$ cat config.mk
export PLATFORM = sky130hd
export DESIGN_NAME = route_hdr_parser
export DESIGN_NICKNAME = d
export VERILOG_FILES = /design/src/rtl/rhp_pkg.sv /design/src/rtl/rhp_entry_mark.sv /design/src/rtl/rhp_len_counter.sv /design/src/rtl/route_hdr_parser.sv
export SDC_FILE = /design/constraint.sdc
export NUM_CORES = 1
export LEC_CHECK = 0
export CORE_MARGIN = 2
export CORE_UTILIZATION = 25
export CTS_CLUSTER_SIZE = 12
export DETAILED_ROUTE_END_ITERATION = 8
export HOLD_SLACK_MARGIN = 0.03
export SYNTH_ARGS = -nofsm -noshare
export SYNTH_HDL_FRONTEND = slang
export SYNTH_SLANG_ARGS = --single-unit
export TNS_END_PERCENT = 5
$ cat constraint.sdc
create_clock -name clk -period 1.58 [get_ports clk]
set_input_delay 0.237 -clock clk [delete_from_list [all_inputs] [get_ports clk]]
set_output_delay 0.237 -clock clk [all_outputs]
set_load 0.01 [all_outputs]
$ cat src/rtl/rhp_pkg.sv
package rhp_pkg;
  typedef enum logic [1:0] {
    ST_HUNT  = 2'd0,
    ST_ROUTE = 2'd1,
    ST_LEN   = 2'd2,
    ST_HOLD  = 2'd3
  } rhp_state_t;
endpackage

$ cat src/rtl/rhp_entry_mark.sv
// Decodes one route entry and produces its marked (used) copy.
module rhp_entry_mark #(
  parameter int LINK_W = 8,
  parameter int CONN_W = 7,
  localparam int WORD_W = 1 + LINK_W + CONN_W
) (
  input  logic [WORD_W-1:0] word,
  output logic              is_term,
  output logic              is_free,
  output logic [LINK_W-1:0] link,
  output logic [CONN_W-1:0] conn,
  output logic [WORD_W-1:0] marked
);
  always_comb begin
    is_term = &word;
    is_free = ~word[0];
    link    = word[LINK_W:1];
    conn    = word[WORD_W-1:LINK_W+1];
    marked  = {word[WORD_W-1:1], 1'b1};
  end
endmodule

$ cat src/rtl/rhp_len_counter.sv
// Payload word counter: loaded from the length field, counts down on valid words.
module rhp_len_counter #(
  parameter int LEN_W = 16
) (
  input  logic             clk,
  input  logic             rst,
  input  logic             load,
  input  logic [LEN_W-1:0] load_val,
  input  logic             dec,
  output logic             last
);
  logic [LEN_W-1:0] cnt;

  always_ff @(posedge clk) begin
    if (rst) begin
      cnt <= '0;
    end else if (load) begin
      cnt <= load_val;
    end else if (dec && cnt != '0) begin
      cnt <= cnt - 1'b1;
    end
  end

  assign last = (cnt == LEN_W'(1));

  // a payload word is never counted once the count is exhausted
  a_r8_no_underflow: assert property (@(posedge clk) disable iff (rst)
    dec |-> cnt != '0);
endmodule

$ cat src/rtl/route_hdr_parser.sv
module route_hdr_parser
  import rhp_pkg::*;
#(
  parameter int LINK_W = 8,
  parameter int CONN_W = 7,
  localparam int WORD_W = 1 + LINK_W + CONN_W,
  parameter logic [WORD_W-1:0] PREAMBLE = WORD_W'(16'hA5A5)
) (
  input  logic              clk,
  input  logic              rst,
  input  logic              in_valid,
  input  logic [WORD_W-1:0] in_word,
  output logic              out_valid,
  output logic [WORD_W-1:0] out_word,
  output logic              setup_req,
  output logic [LINK_W-1:0] setup_link,
  output logic [CONN_W-1:0] setup_conn,
  output logic              release_req,
  output logic              conn_active,
  output logic              hdr_error
);
  rhp_state_t        state;
  logic              claimed;
  logic              e_term, e_free;
  logic [LINK_W-1:0] e_link;
  logic [CONN_W-1:0] e_conn;
  logic [WORD_W-1:0] e_marked;
  logic              len_load, len_dec, len_last, len_zero;

  rhp_entry_mark #(.LINK_W(LINK_W), .CONN_W(CONN_W)) i_mark (
    .word    (in_word),
    .is_term (e_term),
    .is_free (e_free),
    .link    (e_link),
    .conn    (e_conn),
    .marked  (e_marked)
  );

  assign len_load = (state == ST_LEN)  && in_valid;
  assign len_dec  = (state == ST_HOLD) && in_valid;
  assign len_zero = (in_word == '0);

  rhp_len_counter #(.LEN_W(WORD_W)) i_len (
    .clk      (clk),
    .rst      (rst),
    .load     (len_load),
    .load_val (in_word),
    .dec      (len_dec),
    .last     (len_last)
  );

  always_ff @(posedge clk) begin
    if (rst) begin
      state       <= ST_HUNT;
      claimed     <= 1'b0;
      out_valid   <= 1'b0;
      out_word    <= '0;
      setup_req   <= 1'b0;
      setup_link  <= '0;
      setup_conn  <= '0;
      release_req <= 1'b0;
      conn_active <= 1'b0;
      hdr_error   <= 1'b0;
    end else begin
      setup_req   <= 1'b0;
      release_req <= 1'b0;
      hdr_error   <= 1'b0;
      out_valid   <= in_valid;
      out_word    <= in_word;
      case (state)
        ST_HUNT: begin
          if (in_valid && in_word == PREAMBLE) begin
            state   <= ST_ROUTE;
            claimed <= 1'b0;
          end
        end
        ST_ROUTE: begin
          if (in_valid) begin
            if (e_term) begin
              if (claimed) begin
                state <= ST_LEN;
              end else begin
                hdr_error <= 1'b1;
                state     <= ST_HUNT;
              end
            end else if (!claimed && e_free) begin
              claimed    <= 1'b1;
              setup_req  <= 1'b1;
              setup_link <= e_link;
              setup_conn <= e_conn;
              out_word   <= e_marked;
            end
          end
        end
        ST_LEN: begin
          if (in_valid) begin
            if (len_zero) begin
              release_req <= 1'b1;
              state       <= ST_HUNT;
            end else begin
              conn_active <= 1'b1;
              state       <= ST_HOLD;
            end
          end
        end
        ST_HOLD: begin
          if (in_valid && len_last) begin
            conn_active <= 1'b0;
            release_req <= 1'b1;
            state       <= ST_HUNT;
          end
        end
        default: state <= ST_HUNT;
      endcase
    end
  end

  // a setup request always comes with the forwarded entry carrying its used flag
  a_r4_claim_marked: assert property (@(posedge clk) disable iff (rst)
    setup_req |-> (out_valid && out_word[0]));

  // setup, release and error never coincide
  a_r7_strobes_exclusive: assert property (@(posedge clk) disable iff (rst)
    $onehot0({setup_req, release_req, hdr_error}));

  // release ends the held connection
  a_r8_release_drops: assert property (@(posedge clk) disable iff (rst)
    release_req |-> !conn_active);

  // an idle input cycle never ends a held connection
  a_r8_gap_holds: assert property (@(posedge clk) disable iff (rst)
    (state == ST_HOLD && !in_valid) |=> conn_active);

  // nothing seen during a held connection produces a setup or error
  a_r10_hold_quiet: assert property (@(posedge clk) disable iff (rst)
    (state == ST_HOLD) |=> (!setup_req && !hdr_error));
endmodule

==> results.yml <==
status:
  status: "finished with violations"
  violations: "negative setup slack"
synth:
  synth-edff-count: 0
  synth_cells: 271
  synth_nets: 292
  yosys.area.top_type_share_pct: 44.4
  synthTopCellsByCount: "dfxtp_1, nor2_1, a21oi_1, nor2b_1"
  synthDistinctLibCells: 55
  synth_seq_area_share_pct: 44.4
  syn_area_per_cell_sq_um: 9.14
  syn_area_sq_um: 2480
  synth-seq-cells: 55
  synth_top_cell_by_area: "dfxtp_1"
  synth_area_leaders: "dfxtp_1, mux2i_1, nor2_1"
  yosys_most_used_dff: "dfxtp_1"
  async_reset_ff_share_pct: 0
  yosys_warnings: 0
  yosysMostFrequentCell: "dfxtp_1"
timing:
  rsz0062_at_grt: "true"
  finalHoldViolCount: 0
  drv_slew: 0
  setup_viol: 10
  fin_crit_ns: 1.67
  max_freq_mhz: 600
  post-route-period-util_pct: 105
  worst-slew-pin-transition_ns: 0.431
  skew_ns: 0.0103
  max_slew_margin_pct: 71.3
  timing.final.ws_setup_ns: -0.0865
finish:
  num_antenna_cells: 0
  fin_nets: 407
  syn2layout_area_growth_pct: 58.6
  fin_util_pct: 40.6
  design_area_sq_um: 3930
  drive_gt1_share_pct: 30.0
clock_network:
  clk_pin_slew_ns: 0.10
  cts_buffers: 5
  insertion_delay_ns: 0.32
  cts_root_buffer: "clkbuf_8"
  clk_path_buf_depth: 2
  cts_max_level: 2
  cts_tree: "built"
  cts_sinks: 55
min_path:
  hold_path_class: "primary input to flop"
global_route:
  overflow: 0
  grt_pass1_vias: 2360
  grt_max_degree: 24
  grt_use_total_pct: 15.0
  antenna_found_initial: 0
  grt_pass1_wl_um: 12800
critical_path:
  critPathMaxStageDelay_ns: 0.56
  crit_path_start_kind: "flop"
  reg2reg_slack_ns: -0.09
  cp_data_arrival_time_ns: 1.92
  crit_slowest_cell: "or4_4"
  end_kind: "flop"
  crit_type: "flop to flop"
  worstPathMaxFanout: 4
  cp_data_required_time_ns: 1.83
  crit_chain: "or4_4 > nor3_4 > buf_4 > nor3b_2 > o21ai_1 > a21oi_1"
route:
  wl_met2_um: 3720
  routed.top_layer: "met4"
  drc: 0
  avgViaCountPerCell: 4.76
  wl_met3_um: 426
  drt_iter0_drc: 127
  avgRoutedWirePerCell_um: 15.7
  drtAntennaViolNets: 0
  dr.pass1.iters: 4
  drt-met1-wl_um: 3810
  num_vias: 2474
  wirelength_um: 8150
placement:
  place_area_sq_um: 3620
  port_buffers: 54
  place.gp.congestion: 0.833
  dp_hpwl_um: 5830
floorplanning:
  start_util_pct: 25.6
  die_w_um: 104
  core_sq_um: 9680
  num_rows: 36
  die-height_um: 104
  die_area_sq_um: 10700
  io_pins: 55
power:
  ir_drop_mv: 0.361
  p_leak_nw: 1.49
  power_density_nw_per_um2: 675
  power_mw: 2.65
run:
  drv_cap: 0
==> final cells by class <==
type / instances / area (sq um)
Fill cell: 982 / 5750
Multi-Input combinational cell: 197 / 1440
Sequential cell: 55 / 1110
Timing Repair Buffer: 122 / 1080
Tap cell: 133 / 166
Clock buffer: 6 / 82.6
Clock inverter: 2 / 35.0
Inverter: 5 / 18.8
==> power by group <==
group	switching (mW)	internal (mW)	total [mW]
registers	0.00523	1.41	1.41
logic	0.120	0.125	0.245
clock network	0.480	0.514	0.994
total	0.605	2.05	2.65
==> state kept, by name (all words and copies together) (netlist names), 2 cells and up <==
| name | count |
|---|---|
| i_len.cnt | 16 |
| out_word | 16 |
| setup_link | 8 |
| setup_conn | 7 |
| state | 2 |
==> worst paths after layout <==
kind	startpoint	endpoint	depth (start not counted)
max	i_len.cnt[1]	i_len.cnt[9]	6
min	rst	setup_link[1]	2
max reg2reg	i_len.cnt[1]	i_len.cnt[9]	6
min reg2reg	i_len.cnt[1]	i_len.cnt[1]	2
==> per-layer routing <==
layer | vias to the layer above | GRT usage [%]
met5 | - | 0
met4 | 0 | 3.86
met3 | 14 | 3.52
met2 | 75 | 24.2
met1 | 1172 | 20.2
li1 | 1213 | -
==> kinds of logic after synthesis <==
family	synth area share [%]
muxes	6.06
and+or+nand+nor	27.7
DFF	44.4
AOI/OAI and AO/OA	16.4
adders and majority gates	1.01
buffers and inverters	4.44
==> stage by stage <==
step,cells,setup TNS [ns],worst slack (ns),hold slack [ns]
CTS,517,-0.521,-0.0848,0.332
floorplan,271,-0.0825,-0.0462,0.358
global route,520,-2.05,-0.155,0.331
finish,520,-0.546,-0.0865,0.331
global placement,505,-17.44,-0.675,0.467
detailed placement,505,-18.92,-0.753,0.473
==> layout by cell type, fill, tap and decap left out, types with 4 or more instances in the layout <==
master           synthesis  layout
nand4_1                  6       6
nor2_1                  33      31
mux2i_1                 15      15
nor4_4                   2       5
nor2b_1                 19      19
dlygate4sd2_1            0       9
clkdlybuf4s50_1          0      44
nand3_1                  4       4
dfxtp_2                  0       4
dfxtp_1                 55      51
nor3_1                   5       5
buf_4                    0      63
a21oi_1                 22      21
nand2_1                 15      15
clkbuf_8                 0       6
o21ai_0                 13      11
o21ai_1                  3       5
==> worst max-delay path, delay by kind of cell (launching register included) <==
kind                   cells  cell delay (ns)
AO/OA/AOI/OAI              2             0.21
buffers and inverters      1             0.14
flip-flops                 1             0.35
AND/OR/NAND/NOR            3             0.89
==> timing repair <==
item                       CTS  global route
pin swaps                   15             3
gates resized for setup     24            13
buffers inserted             4             2
cloned                       0             1
setup endpoints to repair   35            35
hold buffers                 0             0
(Power assumes the default switching activity.)
